$ cat src/rtl/slot_calendar_seq.sv
module slot_calendar_seq #(
  parameter int DEPTH = 64,
  parameter int NDEV  = 13,
  localparam int IW   = $clog2(DEPTH),
  localparam int VW   = $clog2(NDEV + 1)
) (
  input  logic          clk,
  input  logic          rst_n,
  input  logic          slot_tick,
  input  logic          pgm_en,
  input  logic          idx_we,
  input  logic [IW:0]   idx_in,
  input  logic          val_we,
  input  logic [VW-1:0] val_in,
  output logic [VW-1:0] slot_owner,
  output logic [IW-1:0] slot_pos,
  output logic [IW-1:0] cur_len,
  output logic          idx_err
);
  localparam logic [VW-1:0] IDLE_V  = VW'(NDEV);
  localparam logic [IW:0]   DEPTH_V = (IW+1)'(DEPTH);

  logic [VW-1:0] tbl [DEPTH];
  logic [IW-1:0] ptr, len_m1, wr_idx, sess_hi;
  logic          pgm_q, idx_ok, sess_any, err;

  wire           commit   = ~pgm_en & pgm_q;
  wire           idx_good = idx_in < DEPTH_V;
  wire           store    = pgm_en & val_we & idx_ok;
  wire [VW-1:0]  val_c    = (val_in > IDLE_V) ? IDLE_V : val_in;
  wire [IW-1:0]  hi_next  = (sess_any && sess_hi > wr_idx) ? sess_hi : wr_idx;

  always_ff @(posedge clk or negedge rst_n)
    if (!rst_n) begin
      for (int i = 0; i < DEPTH; i++) tbl[i] <= IDLE_V;
    end else if (store) begin
      tbl[wr_idx] <= val_c;
    end

  always_ff @(posedge clk or negedge rst_n)
    if (!rst_n) begin
      pgm_q    <= 1'b0;
      ptr      <= '0;
      len_m1   <= '0;
      wr_idx   <= '0;
      sess_hi  <= '0;
      idx_ok   <= 1'b0;
      sess_any <= 1'b0;
      err      <= 1'b0;
    end else begin
      pgm_q <= pgm_en;
      if (pgm_en) begin
        ptr <= '0;
        if (idx_we) begin
          if (idx_good) begin
            wr_idx <= idx_in[IW-1:0];
            idx_ok <= 1'b1;
          end else begin
            idx_ok <= 1'b0;
            err    <= 1'b1;
          end
        end
        if (store) begin
          sess_hi  <= hi_next;
          sess_any <= 1'b1;
        end
      end else if (commit) begin
        ptr      <= '0;
        sess_any <= 1'b0;
        idx_ok   <= 1'b0;
        if (sess_any) len_m1 <= sess_hi;
      end else if (slot_tick) begin
        ptr <= (ptr == len_m1) ? '0 : ptr + 1'b1;
      end
    end

  assign slot_owner = pgm_en ? IDLE_V : tbl[ptr];
  assign slot_pos   = ptr;
  assign cur_len    = len_m1;
  assign idx_err    = err;
endmodule

$ cat config.mk
export PLATFORM = sky130hd
export DESIGN_NAME = slot_calendar_seq
export DESIGN_NICKNAME = d
export VERILOG_FILES = /design/src/rtl/slot_calendar_seq.sv
export SDC_FILE = /design/constraint.sdc
export NUM_CORES = 1
export LEC_CHECK = 0
export ABC_CLOCK_PERIOD_IN_PS = 3700
export BUFFER_PORTS_ARGS = -buffer_cell sky130_fd_sc_hd__buf_4
export CORE_UTILIZATION = 55
export CTS_BUF_LIST = sky130_fd_sc_hd__clkbuf_4
export DETAILED_ROUTE_END_ITERATION = 12
export PLACE_DENSITY = 0.72
export SYNTH_ARGS = -nofsm -noshare
export SYNTH_HDL_FRONTEND = slang
export SYNTH_SLANG_ARGS = --single-unit
$ cat constraint.sdc
create_clock -name clk -period 3.7 [get_ports clk]
set_input_delay 0.74 -clock clk [delete_from_list [all_inputs] [get_ports clk]]
set_output_delay 0.74 -clock clk [all_outputs]
set_load 0.02 [all_outputs]
# Word-level counts from Yosys, hierarchy flattened
# Cells that the tools add are included.
# word_totals
reg_bits,284
elab_cells,118
input_bits,17
output_inout_bits,17
# classes
n_bitwise,8
n_eq_ne,3
n_lt_le_gt_ge,6
add_sub_neg,1
reduce_logical,10
mux,18
# op_table
op,n
$bwmux 256,1
$bmux 4 s6,1
$demux 4 s6,1
$mux 6,4
$mux 4,5
$ge 7x7->1 const B,2
$not 6->7,2
$reduce_and 3->1,4
$lt 7x1->1 const B,1
$lt 7x7->1 const B,1
$add 6x1->6 const B,1
$eq 6x6->1,1
$gt 6x6->1,1
$mux 1,6
$gt 4x4->1 const B,1
$ne 2x1->1 const B,2
$reduce_and 2->1,2
$and 1x1->1,3
$not 1->1,3
$reduce_bool 3->1,1
$logic_and 1x1->1,2
$reduce_bool 2->1,1

# Logic depth before layout (Yosys ltp)
# logic_depth
ltp_word,6
depth_mapped,10
depth_no_buf,8

# Worst setup path after synthesis
# Ideal clock, no wire load.
# synth_timing
kind,register -> output
startpoint,"reg ptr[0], in the netlist slot_pos[0]"
endpoint,out slot_owner[2]
required_ps,2960
n_path_buf,3
arrival_ps,2466
path_stages_with_launch,8
path_slack_ps,494
path_cell_list,dfrtp_1 > buf_6 > buf_6 > buf_2 > mux4_2 > a221oi_1 > o21ai_0 > or3_1
# synth_between
elab_chain_len,5
# synth_lines
item,line_no,source
start: declaration,24,"logic [IW-1:0] ptr, len_m1, wr_idx, sess_hi;"
start signal: assignment,73,ptr <= (ptr == len_m1) ? '0 : ptr + 1'b1;
$not 6->7 (not written as such),77,assign slot_owner = pgm_en ? IDLE_V : tbl[ptr];
$bmux 4 s6,77,
$mux 4 (not written as such) (2 in series),77,
$mux 4,77,
end: declaration,15,"output logic [VW-1:0] slot_owner,"
# No other way between the ends. The select of a mux whose other input is x is not followed.

# Worst setup path in the final report
# Same ends and word-level chain as after synthesis.

==> results.md <==
- Largest net degree at the start of global routing: 96
- Count leader, synth: dfstp_2
- Worst R2R Path Depth: 5
- Remaining Overflow, GRT: 0
- Setup WS post-layout: -0.249 ns
- Core box area: 0.0238 sq mm
- Area of the multi-input gates: 0.00590 sq mm
- Hold crit path type: input pin to asynchronous set/reset pin
- Max Fclk: 253 MHz
- Placed cell count: 1,348
- Synth cell types: 49
- CP endpoint kind: output pin
- Pint: 5.63 mW
- Ys async rst share: 1.00
- Commonest register cell after synthesis: dfstp_2
- Net switching power figure: 2.06 mW
- Logic pwr share: 0.141
- Clk pin slew, worst setup/hold paths: 0.07 ns
- Clock Sinks: 284
- Status: complete, but fails checks
- CTS tree: built
- Ports: 34
- Initial DRC Count: 727
- Post-synth EDFFs: 0
- GRT Util Overall: 0.282
- Setup Viol. Count Final: 4
- Max-Cap Viols: 0
- Site Rows: 56
- Critical path arrival: 3.21 ns
- R2R setup slack: 1.09 ns
- Critical path class: flop to output pin
- Fill cells: 1,772
- Seq pwr share: 0.474
- Routability Congestion: 0.907
- Drc violations: 0
- Critical R2R Launch: idx_ok
- Number of global-route vias before repair: 9,426
- Avg Cell Area, Syn: 13.2 sq um
- Die area: 0.0251 sq mm
- Routed via count: 8,973
- Area grow syn2layout: 15.3%
- Starting Density: 0.566
- Die W: 158 um
- CTS Buf Count: 73
- Relative slew margins: 0.457
- Via density: 6.01
- Crit path from: slot_pos[0]
- Cell taking the most area after synthesis: dfstp_2
- Register area: 0.00735 sq mm
- H-tree Lvls: 3
- Fin crit share: 1.07
- Sw Share: 0.268
- DPL Wire Length: 20,700 um
- Total Wirelength: 33,100 um
- Seq/Total Area, Yosys: 0.546
- CP max FO: 6
- Crit path to: slot_owner[2]
- Drt first pass iters: 5
- Crit path time final: 3.95 ns
- Post-DR wirelength/cell: 22.2 um
- Clock group share of total power: 0.385
- Top-area cell type share of the netlist area: 0.375
- Layout cell share with drive strength beyond 1: 0.570
- Clk root buf: clkbuf_4
- Syn Std Cell Area: 0.0135 sq mm
- Power Density: 496 mW/mm^2
- Initial antenna violation count: 1
- Reg-to-reg endpoint: tbl[133]
- Commonest cells in the synthesized netlist: dfstp_2 (192), mux2_2 (189), nor2_1 (112), dfrtp_1 (92), nand2_1 (66)
- Worst skew pair latency: 0.72 ns
- Mapped Cells: 1,021
- Post-DRT Antenna Nets: 0
- Global-route wire length before repair: 52,700 um
- Max VDD drop: 0.278 mV
- Slew Limit Fails: 0
- RSZ-0062 raised after global routing: yes
- Area contributors post-synth: dfstp_2 (38%), dfrtp_1 (17%), mux2_2 (16%)
- Final hold violations: 0
- Die Y-Extent: 158 um
- Min Hold Slack: 0.0295 ns
- Failing checks: negative setup slack
- Startpoint Class: flop
- Worst path required time: 2.96 ns
- Synth Net Count: 1,045
- Util after Layout: 0.653
- Clk buf depth: 3
- Worst slew pin tran: 0.812 ns
- Final #Nets: 1,137
- Final Skew: 0.0390 ns
- Post-route insts no fill: 1,492
- Yosys warns: 0
- Lkg Pwr: 6.36 nW
- Flops & latches, synth: 284
- PortBufs: 33
## metrics by stage
stage               worst slack [ns]  cell area, sq um  TNS, ns  total power, mW
CTS                           -0.232             15400   -0.852             7.74
detailed placement             0.205             14200        0             4.72
global route                  -0.286             15500    -1.04             8.06
global placement               0.223             14200        0             4.68
floorplan                      0.494             13500        0             4.32
finish                        -0.249             15500   -0.850             7.70
## power by group through the flow
| stage | clock network (mW) | registers [mW] | logic, mW |
|---|---|---|---|
| 6_report | 2.96 | 3.65 | 1.09 |
| 5_1_grt | 3.19 | 3.68 | 1.20 |
| 4_1_cts | 3.03 | 3.64 | 1.06 |
| 3_5_place_dp | 0 | 3.70 | 1.01 |
| 3_3_place_gp | 0 | 3.70 | 0.988 |
| 2_1_floorplan | 0 | 3.65 | 0.664 |
## area by class of cell
class,count,area share
Sequential cell,284,0.474
Antenna cell,2,0.000323
Timing Repair Buffer,74,0.0504
Inverter,10,0.00242
Clock inverter,11,0.00774
Tap cell,319,0.0257
Clock buffer,122,0.0591
Multi-Input combinational cell,670,0.380
## kinds of logic (layout without fill, tap and decap cells)
family                   Yosys count  count (layout)  share of synthesized area
flip-flops                       284             284                      0.546
multiplexers                     272             272                      0.282
AND/OR/NAND/NOR                  243             243                     0.0774
AO/OA/AOI/OAI                    141             141                     0.0608
buffers and inverters             67             217                     0.0225
adder cells (fa/ha/maj)            7               7                    0.00651
XOR/XNOR                           7               7                    0.00456
other                              0               2                          0
## registers in the layout, indices dropped and copies added, names as in the netlist
signal and flops:
cur_len 6, idx_err 1, idx_ok 1, pgm_q 1, sess_any 1, sess_hi 6
slot_pos 6, tbl 256, wr_idx 6
## worst max-delay path, cell delays in order (launching register included)
cell and delay [ns]:
dfrtp_4 0.47, clkbuf_16 0.18, mux4_2 0.52, mux4_2 0.53
o221a_1 0.32, or3_4 0.35, buf_6 0.14
## layer usage
layer / global-route usage / routed length (um)
met1: 0.370 / 13900
met2: 0.438 / 15400
met3: 0.0765 / 2440
met4: 0.131 / 1290
met5: 0 / 0
## how the worst min path moves through the flow
stage	start	to	slack (ns)	depth (start not counted)
after floorplan	rst_n	cur_len[0]	0.44	0
after global placement	idx_err	idx_err	0.46	1
after detailed placement	idx_err	idx_err	0.46	1
after CTS	rst_n	wr_idx[5]	0.06	1
after global routing	rst_n	wr_idx[5]	0.10	1
final	rst_n	wr_idx[2]	0.03	1
## cell usage in the layout, fill, tap and decap left out, types with 14 or more instances in the layout
master and instances:
clkbuf_4 122, nand3_1 19, dfrtp_1 89, nand2_1 66, nor2_1 111, mux2i_1 14, mux4_2 62, dfstp_2 192
o21ai_0 44, mux2_2 189, nor3_1 15, buf_4 55, a21oi_1 58
## repair_timing
item | CTS | global route
setup buffers | 3 | 2
setup endpoints to repair | 4 | 4
pin swaps | 1 | 4
gates cloned | 2 | 2
hold endpoints to repair | 0 | 0
hold buffers | 0 | 0
resized for setup | 15 | 22
No activity file was read; power rests on OpenSTA's default activity.
